`src/rtl/bcd_as_pkg.sv`:
```
package bcd_as_pkg;
   localparam int DIGIT_W = 4;
   typedef logic [DIGIT_W-1:0] bcd_digit_t;

   function automatic bcd_digit_t nines_of(input bcd_digit_t d);
      return 4'd9 - d;
   endfunction
endpackage

```
`src/rtl/bcd_digit_add.sv`:
```
module bcd_digit_add
   import bcd_as_pkg::*;
(
   input  bcd_digit_t a_i,
   input  bcd_digit_t b_i,
   input  logic       cin_i,
   output bcd_digit_t sum_o,
   output logic       cout_o
);
   logic [DIGIT_W:0] bin_sum;

   assign bin_sum = {1'b0, a_i} + {1'b0, b_i} + {{DIGIT_W{1'b0}}, cin_i};
   // a binary total above nine, including a 4-bit carry out, needs the +6 fix
   assign cout_o  = bin_sum > 5'd9;
   assign sum_o   = cout_o ? bin_sum[DIGIT_W-1:0] + 4'd6 : bin_sum[DIGIT_W-1:0];

   always_comb begin
      if (a_i <= 4'd9 && b_i <= 4'd9) begin
         assert_digit_bcd_R6: assert (sum_o <= 4'd9)
            else $error("digit result %0d is not BCD", sum_o);
      end
   end
endmodule

```
`src/rtl/bcd_ripple.sv`:
```
module bcd_ripple
   import bcd_as_pkg::*;
#(
   parameter int DIGITS = 2,
   localparam int W = DIGITS * DIGIT_W
) (
   input  logic [W-1:0] a_i,
   input  logic [W-1:0] b_i,
   input  logic         cin_i,
   output logic [W-1:0] sum_o,
   output logic         cout_o
);
   logic [DIGITS:0] carry;

   assign carry[0] = cin_i;

   for (genvar g = 0; g < DIGITS; g++) begin : g_digit
      bcd_digit_add u_dig (
         .a_i   (a_i[g*DIGIT_W +: DIGIT_W]),
         .b_i   (b_i[g*DIGIT_W +: DIGIT_W]),
         .cin_i (carry[g]),
         .sum_o (sum_o[g*DIGIT_W +: DIGIT_W]),
         .cout_o(carry[g+1])
      );
   end

   assign cout_o = carry[DIGITS];
endmodule

```
`src/rtl/bcd_cond_nines.sv`:
```
module bcd_cond_nines
   import bcd_as_pkg::*;
#(
   parameter int DIGITS = 2,
   localparam int W = DIGITS * DIGIT_W
) (
   input  logic         en_i,
   input  logic [W-1:0] d_i,
   output logic [W-1:0] d_o
);
   for (genvar g = 0; g < DIGITS; g++) begin : g_digit
      assign d_o[g*DIGIT_W +: DIGIT_W] =
         en_i ? nines_of(d_i[g*DIGIT_W +: DIGIT_W]) : d_i[g*DIGIT_W +: DIGIT_W];
   end
endmodule

```
`src/rtl/bcd_addsub.sv`:
```
module bcd_addsub
   import bcd_as_pkg::*;
#(
   parameter int DIGITS = 2,
   localparam int W = DIGITS * DIGIT_W
) (
   input  logic [W-1:0] a_i,
   input  logic [W-1:0] b_i,
   input  logic         sub_i,
   output logic [W-1:0] res_o,
   output logic         neg_o,
   output logic         ovf_o
);
   logic [W-1:0] b_eff, raw, raw_n9, mag_tc;
   logic         main_cout, post_cout, is_neg;

   initial begin
      assert_param_digits: assert (DIGITS >= 1 && DIGITS <= 8)
         else $error("DIGITS out of range: %0d", DIGITS);
   end

   // subtrahend conditioning: nine's complement in subtract mode
   bcd_cond_nines #(.DIGITS(DIGITS)) u_opnd (
      .en_i(sub_i), .d_i(b_i), .d_o(b_eff)
   );

   // main decimal chain; carry-in 1 turns nine's into ten's complement
   bcd_ripple #(.DIGITS(DIGITS)) u_main (
      .a_i(a_i), .b_i(b_eff), .cin_i(sub_i), .sum_o(raw), .cout_o(main_cout)
   );

   // negative when a subtraction leaves no carry out of the top digit
   assign is_neg = sub_i & ~main_cout;

   // post complementer covers every digit: nine's complement then +1
   bcd_cond_nines #(.DIGITS(DIGITS)) u_post_inv (
      .en_i(1'b1), .d_i(raw), .d_o(raw_n9)
   );

   bcd_ripple #(.DIGITS(DIGITS)) u_post_inc (
      .a_i(raw_n9), .b_i('0), .cin_i(1'b1), .sum_o(mag_tc), .cout_o(post_cout)
   );

   assign res_o = is_neg ? mag_tc : raw;
   assign neg_o = is_neg;
   assign ovf_o = ~sub_i & main_cout;

   always_comb begin
      if (sub_i) begin
         assert_sub_no_ovf_R4: assert (!ovf_o) else $error("overflow in subtract mode");
      end
      if (!sub_i) begin
         assert_add_positive_R1: assert (!neg_o) else $error("negative flag in add mode");
      end
      if (sub_i && a_i == b_i) begin
         assert_zero_positive_R5: assert (!neg_o && res_o == '0)
            else $error("zero difference gave %h neg %b", res_o, neg_o);
      end
      if (is_neg) begin
         // a negative raw result is never zero, so its ten's complement cannot wrap
         assert_post_no_wrap_R3: assert (!post_cout) else $error("post complement wrapped");
      end
   end
endmodule

```
`config.mk`:
```
export PLATFORM = sky130hd
export DESIGN_NAME = bcd_addsub
export DESIGN_NICKNAME = d
export VERILOG_FILES = /design/src/rtl/bcd_as_pkg.sv /design/src/rtl/bcd_digit_add.sv /design/src/rtl/bcd_ripple.sv /design/src/rtl/bcd_cond_nines.sv /design/src/rtl/bcd_addsub.sv
export SDC_FILE = /design/constraint.sdc
export NUM_CORES = 1
export LEC_CHECK = 0
export BUFFER_PORTS_ARGS = -buffer_cell sky130_fd_sc_hd__buf_4
export CORE_AREA = 5 5 76 60
export DETAILED_ROUTE_END_ITERATION = 16
export DIE_AREA = 0 0 81 65
export GPL_TIMING_DRIVEN = 0
export PLACE_DENSITY_LB_ADDON = 0.15
export SYNTH_ARGS = -nofsm -noshare
export SYNTH_HDL_FRONTEND = slang
export SYNTH_SLANG_ARGS = --single-unit
```
`constraint.sdc`:
```
create_clock -name vclk -period 8.9
set_clock_uncertainty 0.2 [all_clocks]
set_input_delay 1.335 -clock vclk [all_inputs]
set_output_delay 1.335 -clock vclk [all_outputs]
set_load 0.05 [all_outputs]
```
==> impl_metrics.ini, run 1 <==
[status]
status = completed

[grt]
grt_pass1_vias = 1385
antenna_found_initial = 0
grt_use_total_pct = 13.05
grt_first_pass_wirelength_mm = 5.871
grt.overflow.total = 0
grt_max_degree = 11

[finish]
seq_cell_count = 0
n_antenna_cell = 0
seq_area_sq_um = 0
area_delta_synth_final_pct = 36.34
nets = 253
clockBufferCount = 0
fillers = 403
final_util_pct = 45.68
final_layout_size_suffix_gt1_share_pct = 33.49
stdcell_count = 264

[clocking]
ctsHoldBuffers = 0

[synthesis]
synth_seq_area_share_pct = 0
synth_area_leaders = ha_1 (21%), inv_1 (5.8%), xnor2_1 (5.4%)
syn_area_sq_um = 1291
netlist_instances = 177
ys_warn_count = 0
yosysMostFrequentCell = ha_1
synthTopCellsByCount = ha_1 (22), inv_1 (20), nand2_1 (17)
synthDistinctLibCells = 50
synth_top_area_share_pct = 21.32
synth_fp_nets = 219
syn_area_per_cell_sq_um = 7.295
synth_area_leader_cell = ha_1

[route]
routed_wl_mm = 3.499
routedWlPerCell_um = 13.25
drc_errors = 0
first_iter_violations = 104
ant_nets = 0
drt_pass1_iterations = 4
via_count = 1389
viasPerCell = 5.261

[placement]
dp.cells = 259
portBuffers = 27
dp_hpwl_mm = 2.834
gp_congestion = 0.7772

[setup_path]
crit_required_ns = 7.36
path_common_cell = ha_1
end_kind = output port
max_stage_delay_ns = 0.43
crit_type = input pin to output port
crit_fanout = 7
critPathArrivalTime_ns = 7.15
critPathSlowestCell = ha_2
start_kind = input pin

[sta]
setup-tns-final_ns = 0
period_share_pct = 97.56
setup_viol = 0
slew_headroom_pct = 67.05
whs_ns = 2.935
finalCriticalPeriod_ns = 8.683
hold_viol = 0
tightestPinTransition_ns = 0.4926
drv_slew = 0
fmax_mhz = 115.2

[pwr]
combPwrFrac_pct = 100.0
ir_worst_vdd_mv = 0.1937
power.leakage_uw = 0.0008140
clockPowerShare_pct = 0
power.density_nw_per_um2 = 403.5
p_sw_share_pct = 58.53
power.switching_uw = 415.8
p_int_uw = 294.6
seq_power_share_pct = 0

[floorplanning]
rows = 20
io_pins = 27
core_area_sq_um = 3854
start_util_pct = 33.51
die_w_um = 81
die_h_um = 65
dieArea_sq_um = 5265

[job]
cap_violations = 0

[hold_path]
hold_path_class = input pin to output port
min_from = a_i[0]
holdPathStages = 3
hold_path_end = res_o[0]
worst max path at each step:
stage | startpoint | end | slack (ns) | cells past startpoint
after floorplan | sub_i | res_o[6] | 0.03 | 29
after global placement | sub_i | res_o[5] | -0.59 | 30
after detailed placement | sub_i | res_o[5] | -0.72 | 31
after CTS | b_i[1] | res_o[5] | 0.006 | 32
after global routing | b_i[1] | res_o[5] | -0.13 | 32
final | b_i[1] | res_o[5] | 0.22 | 32
final cells by class:
type	instances	area [sq um]	area share (%)
timing repair buffer	32	247.7	14.07
multi-input combinational	154	1349	76.62
inverter	21	78.83	4.478
tap	55	68.82	3.909
buffer	2	16.27	0.9240
stage by stage:
step / total power, uW / setup slack (ns) / cell area [sq um]
2_1_floorplan: 444.2 / 0.03187 / 1301
3_3_place_gp: 557.5 / -0.5890 / 1573
3_5_place_dp: 567.4 / -0.7233 / 1573
4_1_cts: 604.5 / 0.005892 / 1648
5_1_grt: 772.0 / -0.1302 / 1760
6_report: 710.4 / 0.2171 / 1760
power groups by stage:
stage	clock, uW	combinational [uW]	sequential, uW
floorplan	0	444	0
global placement	0	558	0
detailed placement	0	567	0
CTS	0	605	0
global route	0	772	0
finish	0	710	0
cells in the final DEF, fill, tap and decap left out, types with 3 or more instances in the layout:
master | Yosys | final
buf_4 | 0 | 30
inv_1 | 20 | 20
ha_1 | 22 | 18
nand2_1 | 17 | 17
nand3_1 | 12 | 11
a21oi_1 | 12 | 10
nor2_1 | 11 | 9
o21ai_0 | 7 | 6
xnor2_1 | 8 | 6
xor2_1 | 4 | 3
and3_1 | 3 | 3
o21ai_1 | 2 | 3
buf_6 | 1 | 3
o211ai_1 | 3 | 3
a311oi_1 | 3 | 3
fa_1 | 3 | 3
ha_4 | 0 | 3
cells by family after synthesis:
family | synth area share [%]
adders and majority gates | 25.97
AOI/OAI and AO/OA | 27.52
muxes | 3.973
buffers and inverters | 7.267
and+or+nand+nor | 27.13
xor gates and xnor gates | 8.139
metal layers:
layer	track usage, %	part of all wire (%)
met1	17.54	46
met4	0	0.66
met5	0	0
met3	0.2778	1.9
met2	24.49	52
timing repair:
| item | in CTS | in global routing |
|---|---|---|
| resized for setup | 13 | 21 |
| setup endpoints to repair | 3 | 3 |
| cloned | 0 | 0 |
| pin swaps | 3 | 4 |
| setup buffers | 3 | 2 |
critical path, delay by kind of cell:
family | cells | cell delay [ns]
AOI/OAI and AO/OA | 7 | 1.36
xor gates and xnor gates | 1 | 0.18
adders and majority gates | 7 | 1.75
buffers and inverters | 5 | 0.44
muxes | 2 | 0.50
and+or+nand+nor | 10 | 1.58
Note: power is estimated with default switching activity, not from simulation.
==> inputs of run 2 (changes only) <==
==> constraint.sdc (replaced) <==
create_clock -name vclk -period 7
set_clock_uncertainty 0.2 [all_clocks]
set_input_delay 1.05 -clock vclk [all_inputs]
set_output_delay 1.05 -clock vclk [all_outputs]
set_load 0.05 [all_outputs]
==> run 2 against run 1 <==
The flow now finishes with violations (setup timing). Power up 68%. Worst setup slack lost 1.0 ns. Core utilization rose by 12 points. Critical endpoint unchanged.
==> impl_metrics.ini, run 2 (synthesis gave the netlist of run 1 again) <==
[status]
status = complete, but fails checks
violations = setup timing

[grt]
grt_pass1_vias = 1532
gr-usage-met3_pct = 1.944
antenna_found_initial = 0
grt_first_pass_wirelength_mm = 6.858
grt_max_degree = 11
met2_usage_pct = 26.84
grt_use_total_pct = 15.65
grtUsageMet1_pct = 20.97
grt.overflow.total = 0
top_usage_layer = met2

[setup_path]
crit_required_ns = 5.75
crit_type = input pin to output port
critPathArrivalTime_ns = 6.55
critPathLaunch = b_i[2]
critPathSlowestCell = a2111o_1
path_common_cell = ha_4
end_kind = output port
crit_fanout = 6
max_stage_delay_ns = 0.47
start_kind = input pin

[floorplanning]
io_pins = 27
start_util_pct = 33.51
die_w_um = 81
core_area_sq_um = 3854
die_h_um = 65
rows = 20
dieArea_sq_um = 5265

[placement]
portBuffers = 27
place_ws_ns = -1.179
gp_congestion = 0.8455
dp_hpwl_mm = 2.807
dp.cells = 259

[finish]
final_util_pct = 57.92
n_antenna_cell = 0
stdcell_count = 282
final_common_cell = buf_4
nets = 271
clockBufferCount = 0
area_delta_synth_final_pct = 72.87
seq_area_sq_um = 0
layout_common_cells = buf_4 (44), inv_1 (15), nand2_1 (15)
final_layout_size_suffix_gt1_share_pct = 53.30
seq_cell_count = 0

[sta]
setup_viol = 3
whs_ns = 2.319
setup_slack_ns = -0.8029
rsz0062_at_grt = true
hold_viol = 0
period_share_pct = 111.5
fmax_mhz = 128.2
finalCriticalPeriod_ns = 7.803
tightestPinTransition_ns = 0.5474
drv_slew = 0
slew_headroom_pct = 63.12

[pwr]
power.leakage_uw = 0.0009798
power.density_nw_per_um2 = 536.1
ir_worst_vdd_mv = 0.2656
power_uw = 1197

[route]
routed_wl_mm = 3.945
drt_pass1_iterations = 4
routedWlPerCell_um = 13.99
first_iter_violations = 122
viasPerCell = 5.248
drc_errors = 0
ant_nets = 0
via_count = 1480

[hold_path]
hold_path_class = input pin to output port
min_from = b_i[0]

[job]
cap_violations = 0

[clocking]
ctsHoldBuffers = 0
-- run 2: final timing paths --
| path | endpoint | slack [ns] | cells after the start |
|---|---|---|---|
| worst max-delay path | res_o[5] | -0.80 | 33 |
| worst min-delay path | res_o[0] | 2.32 | 3 |
-- run 2: critical path, delay by kind of cell --
kind / cells / cell delay (ns)
AOI/OAI and AO/OA: 6 / 1.27
xor gates and xnor gates: 2 / 0.35
buffers and inverters: 6 / 0.52
adders and majority gates: 7 / 1.35
muxes: 2 / 0.46
and+or+nand+nor: 10 / 1.53
-- run 2: timing repair --
action                     4_1_cts  5_1_grt
hold endpoints to repair         0        0
gates resized for setup         33       21
setup endpoints to repair        4        4
pin swaps                       22       18
buffers inserted                18        5
-- run 2: where the power goes --
group          internal [uW]  total (uW)  leakage, uW  switching (uW)
clock network              0           0            0               0
registers                  0           0            0               0
logic                    551        1200     0.000980             646
-- run 2: metal layers --
layer	up-vias	wire length (um)
met2	49	1882
met4	0	68
li1	739	-
met5	-	0
met1	684	1747
met3	8	248
-- run 2: layout make-up --
| type | instances | area, sq um |
|---|---|---|
| Multi-Input combinational cell | 154 | 1625 |
| Buffer | 2 | 36.28 |
| Tap cell | 55 | 68.82 |
| Inverter | 21 | 96.34 |
| Fill cell | 334 | 1622 |
| Timing Repair Buffer | 50 | 405.4 |
-- run 2: stage by stage --
| stage | setup TNS [ns] | instance area [sq um] |
|---|---|---|
| 2_1_floorplan | -1.329 | 1500 |
| 3_3_place_gp | -3.051 | 1772 |
| 3_5_place_dp | -3.512 | 1772 |
| 4_1_cts | -1.734 | 2071 |
| 5_1_grt | -2.916 | 2232 |
| 6_report | -2.135 | 2232 |
==> inputs of run 3 (changes only) <==
--- a/config.mk
+++ b/config.mk
@@ -5,7 +5,7 @@
 export SDC_FILE = /design/constraint.sdc
 export NUM_CORES = 1
 export LEC_CHECK = 0
-export BUFFER_PORTS_ARGS = -buffer_cell sky130_fd_sc_hd__buf_4
+export BUFFER_PORTS_ARGS = -buffer_cell sky130_fd_sc_hd__buf_2
 export CORE_AREA = 5 5 76 60
 export DETAILED_ROUTE_END_ITERATION = 16
 export DIE_AREA = 0 0 81 65
==> run 3 against run 2 <==
The flow still finishes with violations (setup timing). Core utilization increased by 1.6 points. Maximum frequency is 3.1% higher. Sequential share of layout area unchanged. Final area up 2.7%. Largest cell class unchanged. Die area unchanged. First-iteration DRC count fell by 61%. Critical path type unchanged. Non-clock buffer count up 11. Via count rose by 4.1%. Clock-buffer cell count did not move. Wire length up 3.9%. Flip-flop and latch count did not move. Critical path depth did not move.
==> impl_metrics.ini, run 3 (synthesis gave the netlist of run 1 again) <==
[finish]
area_delta_synth_final_pct = 77.52
final_common_cell = buf_4
layout_common_cells = buf_4 (34), buf_2 (21), inv_1 (15)
stdcell_count = 293
final_util_pct = 59.48
final_layout_size_suffix_gt1_share_pct = 58.82
seq_cell_count = 0
nets = 282
multi_input_area_sq_um = 1658
fillers = 334
clockBufferCount = 0
seq_area_sq_um = 0
n_antenna_cell = 0

[clocking]
ctsHoldBuffers = 0

[floorplanning]
rows = 20
core_area_sq_um = 3854
io_pins = 27
die_h_um = 65
die_w_um = 81
dieArea_sq_um = 5265
start_util_pct = 33.51

[sta]
finalCriticalPeriod_ns = 7.570
period_share_pct = 108.1
tightestPinTransition_ns = 0.5110
hold_viol = 0
drv_slew = 0
slew_headroom_pct = 65.57
setup_viol = 3
rsz0062_at_grt = true
setup_slack_ns = -0.5704
whs_ns = 2.341
fmax_mhz = 132.1

[setup_path]
critPathArrivalTime_ns = 6.32
critPathCapture = res_o[5]
crit_type = input pin to output port
crit_fanout = 7
critPathSlowestCell = a2111o_1
start_kind = input pin
crit_required_ns = 5.75
max_stage_delay_ns = 0.42
end_kind = output port
critPathLaunch = b_i[2]
path_common_cell = ha_4

[route]
drt_pass1_iterations = 4
drc_errors = 0
ant_nets = 0
routedWlPerCell_um = 13.99
routed_wl_mm = 4.098
first_iter_violations = 48
viasPerCell = 5.256
via_count = 1540

[status]
status = complete, but fails checks
violations = setup timing

[hold_path]
hold_path_class = input pin to output port
holdPathStages = 3

[grt]
grt.overflow.total = 0
grt_pass1_vias = 1537
grt_use_total_pct = 14.84
grt_first_pass_wirelength_mm = 6.541
antenna_found_initial = 0
grt_max_degree = 11

[placement]
place_ws_ns = -1.192
portBuffers = 27
dp_hpwl_mm = 2.882
gp_congestion = 0.8401
dp.cells = 259

[job]
cap_violations = 0
==> run 3: cell count changes in the layout (fill, tap and decap cells not counted), sizes merged <==
cell	before	now
buf	51	62
==> run 3: area by class of cell <==
cell class | count | area share (%)
repair buffers | 61 | 19.00
plain buffers | 2 | 1.583
multi-input cells | 154 | 72.33
inverters | 21 | 4.094
well taps | 55 | 3.002
==> run 3: worst min-delay path by stage <==
stage                start  endpoint  slack, ns
global placement    b_i[0]  res_o[0]       2.36
floorplan           b_i[0]  res_o[0]       2.10
global route        b_i[0]  res_o[0]       2.36
finish              b_i[0]  res_o[0]       2.34
CTS                 b_i[0]  res_o[0]       2.37
detailed placement  b_i[0]  res_o[0]       2.35
==> run 3: routing by layer <==
metal | wire (um) | up-vias | track usage, % | share of wire, %
met3 | 165 | 2 | 0.9722 | 4.0
li1 | - | 766 | - | -
met2 | 2155 | 30 | 28.38 | 53
met1 | 1764 | 742 | 19.15 | 43
met4 | 12 | 0 | 0 | 0.29
met5 | 0 | - | 0 | 0
==> run 3: critical path, delay by kind of cell <==
family	cells	cell delay, ns
simple gates	10	1.58
buf+inv	5	0.39
xor+xnor	2	0.28
mux	2	0.43
compound gates	7	1.18
fa+ha+maj	7	1.42
==> run 3: stage by stage <==
stage          instance area, sq um  setup TNS (ns)
6_report                       2292          -1.630
3_5_place_dp                   1704          -3.687
3_3_place_gp                   1704          -3.263
2_1_floorplan                  1500          -1.329
4_1_cts                        2108          -1.507
5_1_grt                        2292          -2.316
==> run 3: what timing repair did <==
| action | CTS | global route |
|---|---|---|
| setup endpoints to repair | 4 | 4 |
| hold endpoints to repair | 0 | 0 |
| resized for setup | 46 | 24 |
| pin swaps | 21 | 11 |
| setup buffers | 25 | 9 |
Power of run 3 is left out: the tool's default activity adds up to more than one toggle a clock period on the data nets, which glitch-free logic cannot reach.
